==> src/rtl/rxd_pkg.sv <==
package rxd_pkg;

  localparam int LEN_W = 14;

  // word 0 bit positions
  localparam int W0_OWN  = 31;
  localparam int W0_LEN  = 16;
  localparam int W0_ES   = 15;
  localparam int W0_DE   = 14;
  localparam int W0_LE   = 12;
  localparam int W0_OE   = 11;
  localparam int W0_FS   = 9;
  localparam int W0_LS   = 8;
  localparam int W0_LC   = 6;
  localparam int W0_FT   = 5;
  localparam int W0_RWT  = 4;
  localparam int W0_RE   = 3;
  localparam int W0_DBE  = 2;
  localparam int W0_CE   = 1;

  // word 1 bit positions
  localparam int W1_DIC  = 31;
  localparam int W1_EOR  = 25;
  localparam int W1_CHN  = 24;

  // sideband positions
  localparam int SB_CRC  = 0;
  localparam int SB_DRIB = 1;
  localparam int SB_RXE  = 2;
  localparam int SB_WDOG = 3;
  localparam int SB_TYPE = 4;
  localparam int SB_LATE = 5;
  localparam int SB_OVF  = 6;
  localparam int SB_W    = 7;

  typedef enum logic [3:0] {
    S_IDLE, S_RD0, S_CHK0, S_GET1, S_GET2, S_GET3, S_RECV, S_WB, S_SUSP
  } rxd_state_e;

endpackage

==> src/rtl/rxd_fill.sv <==
module rxd_fill
  import rxd_pkg::*;
#(
  parameter int AW  = 32,
  parameter int SZW = 11
) (
  input  logic             clk,
  input  logic             rst_n,
  input  logic             clr,
  input  logic             take,
  input  logic [7:0]       din,
  input  logic [AW-1:0]    base,
  input  logic [SZW-1:0]   size,
  output logic             buf_we,
  output logic [AW-1:0]    buf_addr,
  output logic [7:0]       buf_byte,
  output logic [LEN_W-1:0] len,
  output logic             trunc
);
  localparam int PADW = LEN_W - SZW;

  logic [LEN_W-1:0] cnt_q, cnt_n;
  logic             tr_q, tr_n;
  logic             fits;

  assign fits     = cnt_q < {{PADW{1'b0}}, size};
  assign buf_we   = take && fits;
  assign buf_addr = base + AW'(cnt_q);
  assign buf_byte = din;
  assign len      = cnt_q;
  assign trunc    = tr_q;

  always_comb begin
    cnt_n = cnt_q;
    tr_n  = tr_q;
    if (clr) begin
      cnt_n = '0;
      tr_n  = 1'b0;
    end else if (take) begin
      if (fits) cnt_n = cnt_q + LEN_W'(1);
      else      tr_n  = 1'b1;
    end
  end

  always_ff @(posedge clk or negedge rst_n) begin
    if (!rst_n) begin
      cnt_q <= '0;
      tr_q  <= 1'b0;
    end else begin
      cnt_q <= cnt_n;
      tr_q  <= tr_n;
    end
  end
endmodule

==> src/rtl/rxd_status.sv <==
module rxd_status
  import rxd_pkg::*;
(
  input  logic [LEN_W-1:0] len,
  input  logic [SB_W-1:0]  sb,
  input  logic             trunc,
  input  logic             derr,
  output logic [31:0]      word
);
  always_comb begin
    word             = '0;
    word[W0_LEN +: LEN_W] = len;
    word[W0_FS]      = 1'b1;
    word[W0_LS]      = 1'b1;
    word[W0_CE]      = sb[SB_CRC];
    word[W0_DBE]     = sb[SB_DRIB];
    word[W0_RE]      = sb[SB_RXE];
    word[W0_RWT]     = sb[SB_WDOG];
    word[W0_FT]      = sb[SB_TYPE];
    word[W0_LC]      = sb[SB_LATE];
    word[W0_OE]      = sb[SB_OVF];
    word[W0_LE]      = trunc;
    word[W0_DE]      = derr;
    word[W0_ES]      = sb[SB_CRC] | sb[SB_RXE] | sb[SB_WDOG] | sb[SB_LATE]
                     | sb[SB_OVF] | trunc | derr;
    word[W0_OWN]     = 1'b0;
  end
endmodule

==> src/rtl/rxd_ctrl.sv <==
module rxd_ctrl
  import rxd_pkg::*;
#(
  parameter int AW  = 32,
  parameter int SZW = 11
) (
  input  logic            clk,
  input  logic            rst_n,
  input  logic [AW-1:0]   ring_base,
  input  logic            poll_demand,
  input  logic            rx_valid,
  input  logic            rx_last,
  input  logic [SB_W-1:0] rx_status,
  input  logic [31:0]     mem_rdata,
  output logic            rx_ready,
  output logic            mem_rd,
  output logic            mem_wr,
  output logic [AW-1:0]   mem_addr,
  output logic            take,
  output logic            clr,
  output logic            rx_irq,
  output logic            rbu_flag,
  output logic [AW-1:0]   bufp,
  output logic [SZW-1:0]  size,
  output logic [SB_W-1:0] sb
);
  rxd_state_e      st_q, st_n;
  logic [AW-1:0]   cur_q, cur_n, nxt_q, nxt_n, bufp_q, bufp_n;
  logic [SZW-1:0]  size_q, size_n;
  logic [SB_W-1:0] sb_q, sb_n;
  logic            dic_q, dic_n, eor_q, eor_n, chn_q, chn_n;
  logic            mid_q, mid_n, pend_q, pend_n, rbu_q, rbu_n;

  assign bufp     = bufp_q;
  assign size     = size_q;
  assign sb       = sb_q;
  assign rbu_flag = rbu_q;

  always_comb begin
    st_n = st_q;   cur_n = cur_q;   nxt_n = nxt_q;  bufp_n = bufp_q;
    size_n = size_q; sb_n = sb_q;   dic_n = dic_q;  eor_n = eor_q;
    chn_n = chn_q; mid_n = mid_q;   pend_n = pend_q; rbu_n = rbu_q;
    mem_rd = 1'b0; mem_wr = 1'b0;   mem_addr = cur_q;
    rx_ready = 1'b0; take = 1'b0;   clr = 1'b0;     rx_irq = 1'b0;
    case (st_q)
      S_IDLE: if (poll_demand) begin
        cur_n = ring_base;
        st_n  = S_RD0;
      end
      S_RD0: begin
        mem_rd = 1'b1;
        st_n   = S_CHK0;
      end
      S_CHK0: begin
        clr = 1'b1;
        if (mem_rdata[W0_OWN]) begin
          mem_rd   = 1'b1;
          mem_addr = cur_q + AW'(4);
          st_n     = S_GET1;
        end else begin
          st_n = S_SUSP;
        end
      end
      S_GET1: begin
        dic_n    = mem_rdata[W1_DIC];
        eor_n    = mem_rdata[W1_EOR];
        chn_n    = mem_rdata[W1_CHN];
        size_n   = mem_rdata[SZW-1:0];
        mem_rd   = 1'b1;
        mem_addr = cur_q + AW'(8);
        st_n     = S_GET2;
      end
      S_GET2: begin
        bufp_n = mem_rdata[AW-1:0];
        if (chn_q) begin
          mem_rd   = 1'b1;
          mem_addr = cur_q + AW'(12);
          st_n     = S_GET3;
        end else begin
          st_n = S_RECV;
        end
      end
      S_GET3: begin
        nxt_n = mem_rdata[AW-1:0];
        st_n  = S_RECV;
      end
      S_RECV: begin
        rx_ready = 1'b1;
        take     = rx_valid;
        if (rx_valid && rx_last) begin
          sb_n = rx_status;
          st_n = S_WB;
        end
      end
      S_WB: begin
        mem_wr = 1'b1;
        rx_irq = !dic_q;
        if (eor_q)      cur_n = ring_base;
        else if (chn_q) cur_n = nxt_q;
        else            cur_n = cur_q + AW'(16);
        st_n = S_RD0;
      end
      S_SUSP: begin
        rx_ready = 1'b1;
        if (rx_valid) mid_n = !rx_last;
        if (rx_valid && rx_last) rbu_n = 1'b1;
        if (poll_demand) begin
          rbu_n  = 1'b0;
          pend_n = 1'b1;
        end
        if ((pend_q || poll_demand) && !mid_n) begin
          pend_n = 1'b0;
          st_n   = S_RD0;
        end
      end
      default: st_n = S_IDLE;
    endcase
  end

  always_ff @(posedge clk or negedge rst_n) begin
    if (!rst_n) begin
      st_q <= S_IDLE;  cur_q <= '0;  nxt_q <= '0;  bufp_q <= '0;
      size_q <= '0;    sb_q <= '0;   dic_q <= 1'b0; eor_q <= 1'b0;
      chn_q <= 1'b0;   mid_q <= 1'b0; pend_q <= 1'b0; rbu_q <= 1'b0;
    end else begin
      st_q <= st_n;    cur_q <= cur_n; nxt_q <= nxt_n; bufp_q <= bufp_n;
      size_q <= size_n; sb_q <= sb_n;  dic_q <= dic_n; eor_q <= eor_n;
      chn_q <= chn_n;  mid_q <= mid_n; pend_q <= pend_n; rbu_q <= rbu_n;
    end
  end
endmodule

==> src/rtl/rxd_engine.sv <==
module rxd_engine
  import rxd_pkg::*;
#(
  parameter int AW  = 32,
  parameter int SZW = 11
) (
  input  logic            clk,
  input  logic            rst_n,
  input  logic [AW-1:0]   ring_base,
  input  logic            poll_demand,
  input  logic            rx_valid,
  input  logic [7:0]      rx_data,
  input  logic            rx_last,
  input  logic [6:0]      rx_status,
  output logic            rx_ready,
  output logic            mem_rd,
  output logic            mem_wr,
  output logic [AW-1:0]   mem_addr,
  output logic [31:0]     mem_wdata,
  input  logic [31:0]     mem_rdata,
  output logic            buf_we,
  output logic [AW-1:0]   buf_addr,
  output logic [7:0]      buf_byte,
  output logic [AW-1:0]   buf_base,
  output logic [SZW-1:0]  buf_size,
  output logic            rx_irq,
  output logic            rbu_flag
);
  logic             take, clr, trunc;
  logic [SB_W-1:0]  sb;
  logic [LEN_W-1:0] len;

  rxd_ctrl #(.AW(AW), .SZW(SZW)) u_ctrl (
    .clk(clk), .rst_n(rst_n), .ring_base(ring_base), .poll_demand(poll_demand),
    .rx_valid(rx_valid), .rx_last(rx_last), .rx_status(rx_status),
    .mem_rdata(mem_rdata), .rx_ready(rx_ready), .mem_rd(mem_rd), .mem_wr(mem_wr),
    .mem_addr(mem_addr), .take(take), .clr(clr), .rx_irq(rx_irq),
    .rbu_flag(rbu_flag), .bufp(buf_base), .size(buf_size), .sb(sb)
  );

  rxd_fill #(.AW(AW), .SZW(SZW)) u_fill (
    .clk(clk), .rst_n(rst_n), .clr(clr), .take(take), .din(rx_data),
    .base(buf_base), .size(buf_size), .buf_we(buf_we), .buf_addr(buf_addr),
    .buf_byte(buf_byte), .len(len), .trunc(trunc)
  );

  rxd_status u_stat (
    .len(len), .sb(sb), .trunc(trunc), .derr(buf_size == '0), .word(mem_wdata)
  );
endmodule

==> config.mk <==
export PLATFORM = sky130hd
export DESIGN_NAME = rxd_engine
export DESIGN_NICKNAME = d
export VERILOG_FILES = /design/src/rtl/rxd_pkg.sv /design/src/rtl/rxd_fill.sv /design/src/rtl/rxd_status.sv /design/src/rtl/rxd_ctrl.sv /design/src/rtl/rxd_engine.sv
export SDC_FILE = /design/constraint.sdc
export NUM_CORES = 1
export LEC_CHECK = 0
export ABC_AREA = 1
export CAP_MARGIN = 20
export CORE_ASPECT_RATIO = 1.75
export CORE_UTILIZATION = 30
export DETAILED_ROUTE_END_ITERATION = 12
export DONT_BUFFER_PORTS = 1
export SLEW_MARGIN = 20
export SYNTH_ARGS = -nofsm -noshare
export SYNTH_HDL_FRONTEND = slang
export SYNTH_SLANG_ARGS = --single-unit
==> constraint.sdc <==
create_clock -name clk -period 3.6 [get_ports clk]
set_clock_uncertainty 0.1 [all_clocks]
set_input_delay 1.08 -clock clk [delete_from_list [all_inputs] [get_ports clk]]
set_output_delay 1.08 -clock clk [all_outputs]
set_load 0.02 [all_outputs]
==> results by group, run 1 <==
Logic synthesis
  • Synth top cells by count: nand2_1, nor2_1, inv_1, dfrtp_1, o21ai_0
  • Area contributors post-synth: dfrtp_1, nand2_1, o21ai_0
  • Area leader, netlist: dfrtp_1
  • Post-Synth XOR/XNOR Area: 3.134%
  • Register area share after synthesis: around 35%
  • Syn Std Cell Area: 0.01006 mm²
  • #FFs+latches synth: around 140
  • Main flop type after synthesis: dfrtp_1
  • Multiplexer share of the synthesized area: less than 1%
  • Synth cell types: 48
  • Post-synth EDFFs: 0
  • Most frequent cell after synthesis: nand2_1
  • Simple-gate area share of the yosys netlist: about a third
  • Syn Inst Count: around 1.5k
  • Fraction of registers with async set/reset: 100.0%
  • Adder-cell area share of the yosys netlist: just under 4%
  • Area share of the largest cell type after synthesis: approximately a third
  • YS warnings: 0
  • Syn_area_per_cell: around 6.7 µm²
  • Synth Area in Compound Gates: between 10% and 20%
  • Largest family of logic cells by synthesized area: simple AND/OR/NAND/NOR gates

Critical path
  • Levels on crit path: 10
  • Max FO, Critical Path: 10
  • CP Class: reg2out
  • Crit-path slowest cell: dfrtp_1
  • CP delay by family, top: simple AND/OR/NAND/NOR gates
  • Crit-path cells: inv_1, buf_4, ha_1, nor2_2, inv_1, buf_4, nor3_1, nor2_1, o21ai_0, nand3_2
  • Worst path max stage delay: 0.37 ns
  • Reg2reg path depth: 8
  • CP Launch Type: flip-flop
  • CP Buf/Inv Count: 4
  • Critical Path RT: between 2 and 2.5 ns
  • CP endpoint kind: output port
  • Crit path DAT: between 2 and 2.5 ns

Hold path
  • Hold WC Path Type: in2async

Power
  • Pwr Total: about 0.011 W
  • Maximum vdd drop: around 360 µV
  • P per Cell Area: a little over 900 mW/mm²
  • Leak pwr: 5.868 nW

Routing
  • Per-cell routed wire length: roughly 21 µm
  • Vias per inst: 5.318
  • Vias: 10.51k
  • Number of remaining DRC errors: 0
  • First-pass DRT Iterations: 5
  • WL final: approximately 40 mm
  • Final ANT Viol Nets: 0
  • Initial DRC count: 662

Placed design
  • Routability cong.: between 0.9 and 1
  • I/O Buffers: 0
  • Dpl ws: between 0.1 and 0.15 ns
  • Post-DP HPWL: about 31 mm
  • Placed instance area: approximately 0.011 mm²

Clocking
  • H-Tree Depth: 4
  • Clk sink count: around 140
  • Hold_buf cts: 0
  • Clock transition at path regs: approximately 0.070 ns
  • Clk_lat worst skew: 0.44 ns
  • CTS tree: built
  • Clock Path Buffers: 2
  • Root buffer cell: clkbuf_16
  • CTS Buf Count: 17

Floorplan
  • Placeable Area: around 0.033 mm²
  • Die Ht: approximately 240 µm
  • Row count: between 80 and 90
  • I/O pin total: approximately 240
  • Die area: around 0.034 mm²
  • Initial core utilization: 30.45%
  • Die W: ~140 µm

Timing
  • # setup viols final: 0
  • Setup ws final: between 0.06 and 0.07 ns
  • Final Hold Fails: 0
  • Max Freq: between 0.2 and 0.3 GHz
  • Slew headroom: between 60% and 70%
  • RSZ-0062 raised after global routing: yes
  • Final slew viol count: 0
  • Slew at the pin closest to its max-slew limit: 0.5940 ns
  • Tmin final: about 3.5 ns
  • Final Cycle Share: 98.14%

GRT
  • Vias in the first global route: 10.27k
  • First-pass GRT wire length: approximately 60 mm
  • Total global routing overflow: 0
  • Largest net degree at the start of global routing: between 100 and 150
  • Initial antenna violation count: 1
  • Gr usage total: roughly a quarter

Finish
  • Util after Layout: 37.39%
  • Nets: around 1.7k
  • Final instance area: 0.01235 mm²
  • Proportion of layout cells with a drive suffix above 1: 19.73%
  • Area growth syn-to-layout: 22.79%

Outcome
  • Outcome: finished clean

Job
  • Max-Cap Viols: 0
-- worst reg2reg max path, stage by stage, from the launching register on --
cell and delay (ns):
dfrtp_2 0.46, nand2_1 0.17, nor2_2 0.44, nand2_2 0.12, buf_4 0.25, inv_2 0.40, o21ai_0 0.17, a31o_2 0.24
a21oi_1 0.12
-- report_power, final --
group,internal (W),switching (W)
Sequential,0.00229,0.00118
Clock,0.000961,0.000793
Combinational,0.00210,0.00405
Total,0.00536,0.00602
-- path summary, 6_finish.rpt --
check,to,slack (ns),from
setup / recovery,mem_addr[20],0.07,u_ctrl.cur_q[3]
hold / removal,u_ctrl.bufp[21],0.22,rst_n
setup reg to reg,u_ctrl.cur_q[16],1.05,u_ctrl.st_q[0]
hold reg to reg,u_ctrl.nxt_q[16],0.39,u_ctrl.nxt_q[16]
max in group asynchronous,u_ctrl.bufp[11],2.84,rst_n
min in group clk,u_ctrl.nxt_q[16],0.39,u_ctrl.nxt_q[16]
-- area by class of cell --
type / instances / area (µm²)
inverters: 151 / 573.1
flip-flops and latches: 139 / 3510
multi-input cells: 1144 / 6279
diodes: 1 / 2.502
clock inverters: 14 / 137.6
clock buffers: 17 / 425.4
well taps: 405 / 506.7
fillers: 3510 / 20680
repair buffers: 106 / 918.4
-- state kept, by name, indices dropped and copies added, names as in the netlist --
name / flops
u_ctrl.bufp: 32
u_ctrl.chn_q: 1
u_ctrl.cur_q: 32
u_ctrl.dic_q: 1
u_ctrl.eor_q: 1
u_ctrl.mid_q: 1
u_ctrl.nxt_q: 32
u_ctrl.pend_q: 1
u_ctrl.rbu_flag: 1
u_ctrl.sb: 7
u_ctrl.size: 11
u_ctrl.st_q: 4
u_fill.len: 14
u_fill.trunc: 1
-- what timing repair did --
item                                    in CTS  in global routing
setup buffers                                6                  7
endpoints found under the setup margin      48                 48
pin swaps                                   11                 21
gates resized for setup                     71                 95
gates cloned                                 0                  1
-- routing by layer --
| layer | up-vias | part of all wire, % | routed length, µm | GRT usage (%) |
|---|---|---|---|---|
| met5 | - | 0 | 0 | 0 |
| li1 | 4991 | - | - | - |
| met4 | 0 | 6.6 | 2690 | 16.71 |
| met2 | 397 | 53 | 21590 | 43.62 |
| met3 | 127 | 4.9 | 2012 | 3.505 |
| met1 | 4999 | 36 | 14550 | 24.25 |
-- metrics by stage --
step | hold slack, ns | TNS (ns) | std cells
detailed placement | 0.3744 | 0 | 1930
CTS | 0.1958 | -0.06468 | 1967
global route | 0.2012 | -0.1322 | 1977
finish | 0.2197 | 0 | 1977
floorplan | 0.3478 | 0 | 1504
global placement | 0.3668 | 0 | 1930
-- cell usage in the layout, fill, tap and decap left out, types with 9 or more instances in the layout --
master	instances
clkbuf_16	17
o21a_1	9
nor3_1	9
nor2_4	13
nand2_2	35
buf_4	92
a21oi_1	71
inv_2	9
o21ai_0	131
nand2_4	11
nand3_1	114
ha_1	16
ha_4	14
nand4_1	26
dfrtp_1	114
nor2_1	128
dfrtp_2	25
nand2_1	399
inv_1	140
nor2_2	23
xor2_1	28
-- logic make-up (layout without fill, tap and decap cells) --
kind of cell | after synthesis | after routing
mux | 7 | 7
xor+xnor | 36 | 36
flops | 139 | 139
fa+ha+maj | 31 | 31
simple gates | 790 | 791
compound gates | 271 | 271
other cells | 2 | 9
buf+inv | 222 | 288
(Power assumes the default switching activity.)
==> inputs of run 2 (changes only) <==
--- a/config.mk
+++ b/config.mk
@@ -8,7 +8,7 @@
 export ABC_AREA = 1
 export CAP_MARGIN = 20
 export CORE_ASPECT_RATIO = 1.75
-export CORE_UTILIZATION = 30
+export CORE_UTILIZATION = 45
 export DETAILED_ROUTE_END_ITERATION = 12
 export DONT_BUFFER_PORTS = 1
 export SLEW_MARGIN = 20
==> run 2 against run 1 <==
  * Cell area shrank 3.4%
  * Largest cell class unchanged
  * Sequential power is essentially flat
  * Via count shrank 0.72%
  * Global-route usage is 8.2 points higher
  * Clock power increased by 16%
  * Critical endpoint is now buf_addr[14]
  * Final cell count shrank 5.9%
  * Wire length fell by 11%
  * Critical path type unchanged
==> results by group, run 2 (same netlist as run 1, synthesis figures left out) <==
Routing
  • Vias: 10.44k (-0.72%)
  • Per-cell routed wire length: 19.61 µm (-5.1%)
  • First-pass DRT Iterations: 7 (+2)
  • Number of remaining DRC errors: 0 (unchanged)
  • WL final: 36.47 mm (-11%)
  • Vias per inst: 5.612 (+5.5%)
  • Final ANT Viol Nets: 0 (unchanged)
  • Initial DRC count: 829 (+25%)

Finish
  • Most frequent cells in the layout: nand2_1, inv_1, nor2_1, o21ai_0, nand3_1
  • Final std cells w/o fill: 1860 (-5.9%)
  • Util after Layout: 54.29% (+17 points)
  • Area growth syn-to-layout: 18.62%
  • Most common cell after layout, fill and taps aside: nand2_1
  • Nets: 1666 (-0.48%)
  • Proportion of layout cells with a drive suffix above 1: 17.07% (-2.7 points)
  • Ant. Diodes: 0 (-1)

Critical path
  • Critical Path RT: 2.42 ns (about the same)
  • R2R setup slack: 0.85 ns (-0.20 ns)
  • Worst R2R End: u_ctrl.cur_q[2]
  • Crit path DAT: 2.41 ns (+0.06 ns)
  • Crit-path cells: ha_2, fa_2, nand3_2, nand2_2, nand2_2, nand2_2, nand2_2, nand2_4, nand2_4, nand2_4, xor2_1, buf_4
  • CP Buf/Inv Count: 1 (-3)
  • CP delay by family, top: simple AND/OR/NAND/NOR gates
  • Reg2reg path depth: 8 (unchanged)
  • CP Class: reg2out
  • CP endpoint kind: output port
  • Crit-path slowest cell: dfrtp_1
  • Crit-path most repeated cell: nand2_2
  • Max FO, Critical Path: 5 (-5)
  • Worst path max stage delay: 0.38 ns (about the same)
  • CP Launch Type: flip-flop
  • RR Startpoint: u_ctrl.st_q[0]

Timing
  • Max Freq: 0.2787 GHz (-1.5%)
  • Tmin final: 3.588 ns (+0.05493 ns)
  • Setup ws final: 0.01194 ns (-0.05493 ns)
  • # setup viols final: 0 (unchanged)
  • Slew at the pin closest to its max-slew limit: 1.016 ns (+0.4224 ns)
  • Final Cycle Share: 99.67% (+1.5 points)
  • Final hold slack: 0.2353 ns (+0.01563 ns)
  • Final Hold Fails: 0 (unchanged)
  • RSZ-0062 raised after global routing: yes
  • Final slew viol count: 0 (unchanged)
  • Slew headroom: 32.00% (-28 points)

Power
  • Leak pwr: 5.829 nW (-0.67%)
  • Maximum vdd drop: 406.1 µV (+13%)
  • P per Cell Area: 944.7 mW/mm² (+2.5%)
  • Pwr Total: 0.01127 W (-0.97%)

Floorplan
  • Die Ht: 199.8 µm (-18%)
  • Initial core utilization: 45.77% (+15 points)
  • Placeable Area: 0.02198 mm² (-33%)
  • Die area: 0.02298 mm² (-33%)
  • Row count: 72 (-18%)
  • Die W: 115.0 µm (-18%)
  • I/O pin total: 237 (unchanged)

Clocking
  • Clk sink count: 139 (unchanged)
  • Clock transition at path regs: 0.07 ns (about the same)
  • CTS Buf Count: 17 (unchanged)
  • Clock Path Buffers: 2 (unchanged)
  • Clk_lat worst skew: 0.44 ns (about the same)
  • H-Tree Depth: 4 (unchanged)
  • Root buffer cell: clkbuf_16
  • CTS tree: built

GRT
  • Vias in the first global route: 9978 (-2.8%)
  • Initial antenna violation count: 0 (-1)
  • First-pass GRT wire length: 54.36 mm (-9.6%)
  • Total global routing overflow: 0 (unchanged)
  • Gr usage total: 31.83% (+8.2 points)
  • Largest net degree at the start of global routing: 140 (unchanged)

Placed design
  • Post-DP HPWL: 27.30 mm (-13%)
  • Placed cell count: 1811 (-6.2%)
  • Routability cong.: 0.9801 (+1.2%)
  • I/O Buffers: 0 (unchanged)
  • Dpl ws: 0.1558 ns (+0.04064 ns)

Outcome
  • Outcome: finished clean

Job
  • Max-Cap Viols: 0 (unchanged)

Hold path
  • Hold WC Path Type: in2async
[run 2: changes by cell type in the layout (fill, tap and decap cells not counted), sizes merged]
cell | before | now
clkinv | 5 | 3
bufinv | 1 | 5
clkinvlp | 3 | 1
buf | 106 | 98
diode | 1 | 0
clkbuf | 17 | 18
[run 2: final cells by class]
type | count | area (µm²)
Multi-Input combinational cell | 1144 | 6016
Inverter | 151 | 566.8
Tap cell | 296 | 370.4
Clock buffer | 18 | 439.2
Timing Repair Buffer | 98 | 805.8
Sequential cell | 139 | 3505
Clock inverter | 14 | 230.2
Fill cell | 2279 | 10050
[run 2: worst max-delay path by stage]
stage	startpoint	to	cells after the start
finish	u_ctrl.bufp[0]	buf_addr[14]	12
global route	u_ctrl.bufp[0]	buf_addr[14]	12
CTS	u_ctrl.bufp[0]	buf_addr[12]	11
detailed placement	u_fill.len[0]	buf_addr[14]	12
global placement	u_fill.len[0]	buf_addr[14]	12
floorplan	u_fill.len[0]	buf_addr[14]	11
[run 2: where the power goes]
| group | leakage [nW] | internal, W | switching, W |
|---|---|---|---|
| registers | 1.68 | 0.00229 | 0.00116 |
| logic | 3.83 | 0.00198 | 0.00382 |
| clock network | 0.324 | 0.00126 | 0.000766 |
[run 2: what timing repair did]
action	CTS	global route
resized for setup	45	61
hold buffers	0	0
pin swaps	6	10
setup endpoints to repair	42	48
cloned	0	1
setup buffers	4	12
[run 2: metrics by stage]
stage               cell area (µm²)  TNS (ns)
finish                        11930         0
global route                  11930   -0.1889
CTS                           11640         0
detailed placement            10750         0
global placement              10750         0
floorplan                     10080         0
[run 2: layer usage]
metal / wire (µm) / global-route usage, % / vias to the layer above
li1: - / - / 4974
met1: 13220 / 34.48 / 4908
met2: 18840 / 56.49 / 457
met3: 2409 / 6.612 / 99
met4: 2002 / 19.10 / 0
met5: 0 / 0 / -
[run 2: worst reg2reg max path: cells and delay by family (launching register included)]
family	cells	cell delay, ns
and+or+nand+nor	6	1.61
DFF	1	0.47
AOI/OAI and AO/OA	1	0.05
buffers and inverters	1	0.38
==> inputs of run 3 (changes only) <==
--- a/config.mk
+++ b/config.mk
@@ -11,6 +11,7 @@
 export CORE_UTILIZATION = 45
 export DETAILED_ROUTE_END_ITERATION = 12
 export DONT_BUFFER_PORTS = 1
+export MAX_ROUTING_LAYER = met4
 export SLEW_MARGIN = 20
 export SYNTH_ARGS = -nofsm -noshare
 export SYNTH_HDL_FRONTEND = slang
==> run 3 against run 2 <==
  * Combinational power increased by 3%
  * Largest cell class unchanged
  * Cell area down 0.35%
  * Largest power group unchanged
  * Clock power is 16% lower
  * Critical path type unchanged
==> results by group, run 3 (same netlist as run 1, synthesis figures left out) <==
Outcome
  • Outcome: finished clean

Finish
  • Number of fill cells: 2232 (-2.1%)
  • Ant. Diodes: 0 (unchanged)
  • Nets: 1662 (-0.24%)
  • Area growth syn-to-layout: 18.21%
  • Proportion of layout cells with a drive suffix above 1: 17.37% (+0.30 points)
  • Final std cells w/o fill: 1856 (-0.22%)
  • Most frequent cells in the layout: nand2_1, inv_1, nor2_1, o21ai_0, nand3_1
  • Most common cell after layout, fill and taps aside: nand2_1

Floorplan
  • Die Ht: 199.8 µm (unchanged)
  • Row count: 72 (unchanged)
  • I/O pin total: 237 (unchanged)
  • Placeable Area: 0.02198 mm² (unchanged)
  • Initial core utilization: 45.77% (unchanged)
  • Die area: 0.02298 mm² (unchanged)
  • Die W: 115.0 µm (unchanged)

Timing
  • Final hold slack: 0.2384 ns (+0.003072 ns)
  • Tmin final: 3.527 ns (-0.06068 ns)
  • Max Freq: 0.2835 GHz (+1.7%)
  • Slew headroom: 35.14% (+3.1 points)
  • Setup TNS: 0 ns (unchanged)
  • Final Hold Fails: 0 (unchanged)
  • # setup viols final: 0 (unchanged)
  • Final slew viol count: 0 (unchanged)
  • Setup ws final: 0.07262 ns (+0.06068 ns)
  • Slew at the pin closest to its max-slew limit: 0.9695 ns (-0.04689 ns)
  • Final Cycle Share: 97.98% (-1.7 points)

Clocking
  • H-Tree Depth: 4 (unchanged)
  • Clk sink count: 139 (unchanged)
  • Root buffer cell: clkbuf_16
  • Clock transition at path regs: 0.07 ns (about the same)
  • Clk_lat worst skew: 0.43 ns (about the same)
  • CTS Buf Count: 17 (unchanged)
  • CTS tree: built
  • Hold_buf cts: 0 (unchanged)
  • Clock Path Buffers: 2 (unchanged)

Critical path
  • Max FO, Critical Path: 5 (unchanged)
  • CP Launch Type: flip-flop
  • CP Class: reg2out
  • Critical Path RT: 2.42 ns (about the same)
  • CP endpoint kind: output port
  • Crit path DAT: 2.35 ns (-0.06 ns)

Power
  • Leak pwr: 5.775 nW (-0.91%)
  • P per Cell Area: 931.7 mW/mm² (-1.4%)
  • Maximum vdd drop: 357.3 µV (-12%)

Routing
  • Final ANT Viol Nets: 0 (unchanged)
  • First-pass DRT Iterations: 5 (-2)
  • Vias: 10.35k (-0.84%)
  • WL final: 36.77 mm (+0.82%)
  • Vias per inst: 5.577 (-0.63%)
  • Per-cell routed wire length: 19.81 µm (+1.0%)
  • Initial DRC count: 657 (-21%)
  • Number of remaining DRC errors: 0 (unchanged)

GRT
  • Gr usage total: 33.00% (+1.2 points)
  • First-pass GRT wire length: 55.08 mm (+1.3%)
  • Largest net degree at the start of global routing: 140 (unchanged)
  • Initial antenna violation count: 0 (unchanged)
  • Vias in the first global route: 10.03k (+0.47%)
  • Total global routing overflow: 0 (unchanged)

Placed design
  • Dpl ws: 0.1610 ns (+0.005274 ns)
  • I/O Buffers: 0 (unchanged)
  • Placed cell count: 1812 (+0.055%)
  • Post-DP HPWL: 27.41 mm (+0.38%)
  • Routability cong.: 1.002 (+2.2%)

Hold path
  • Hold WC Path Type: in2async

Job
  • Max-Cap Viols: 0 (unchanged)
## run 3: cell type report
class / count / area, µm² / share of cell area, %
clock buffer: 18 / 429.2 / 3.609
timing repair buffer: 94 / 829.5 / 6.976
sequential: 139 / 3506 / 29.48
inverter: 151 / 570.5 / 4.798
tap: 296 / 370.4 / 3.114
multi-input combinational: 1144 / 6061 / 50.97
clock inverter: 14 / 125.1 / 1.052
## run 3: worst max-delay path, stage by stage, from the launching register on
cell and delay [ns]:
dfrtp_2 0.48, ha_4 0.26, a21oi_2 0.20, a21boi_0 0.25, nand2_2 0.15, nand2_1 0.11, nand3_2 0.12, xor2_1 0.19
buf_4 0.17
## run 3: report_power, final
part | internal, W | total [W] | leakage [nW] | switching [W]
sequential | 0.00229 | 0.00344 | 1.68 | 0.00115
clock | 0.000908 | 0.00170 | 0.267 | 0.000788
combinational | 0.00205 | 0.00594 | 3.83 | 0.00389
## run 3: path summary, 6_finish.rpt
check	slack, ns	start	cells past startpoint	to
max in group asynchronous	2.87	rst_n	0	u_fill.len[1]
max reg2reg	1.19	u_ctrl.st_q[3]	9	u_ctrl.cur_q[3]
max	0.07	u_ctrl.bufp[6]	8	buf_addr[15]
min in group clk	0.39	u_ctrl.nxt_q[17]	2	u_ctrl.nxt_q[17]
min reg2reg	0.39	u_ctrl.nxt_q[17]	2	u_ctrl.nxt_q[17]
min	0.24	rst_n	0	u_ctrl.cur_q[15]
## run 3: per-stage QoR
| step | power, W | area (µm²) | util, % |
|---|---|---|---|
| 2_1_floorplan | 0.006916 | 10080 | - |
| 3_3_place_gp | 0.008857 | 10770 | 49.01 |
| 3_5_place_dp | 0.008932 | 10770 | 49.01 |
| 4_1_cts | 0.01082 | 11560 | 52.61 |
| 5_1_grt | 0.01184 | 11890 | 54.10 |
| 6_report | 0.01108 | 11890 | 54.10 |
## run 3: layer usage
metal	share of wire [%]	track usage (%)	vias to the layer above
li1	-	-	4984
met1	37	35.07	4848
met2	52	56.83	408
met3	5.9	6.310	110
met4	5.5	19.00	0
met5	0	-	-
## run 3: repair_timing
action | in CTS | in global routing
setup endpoints to repair | 40 | 44
buffers inserted | 2 | 8
pin swaps | 7 | 11
gates resized for setup | 48 | 74
hold endpoints to repair | 0 | 0
gates cloned | 0 | 2
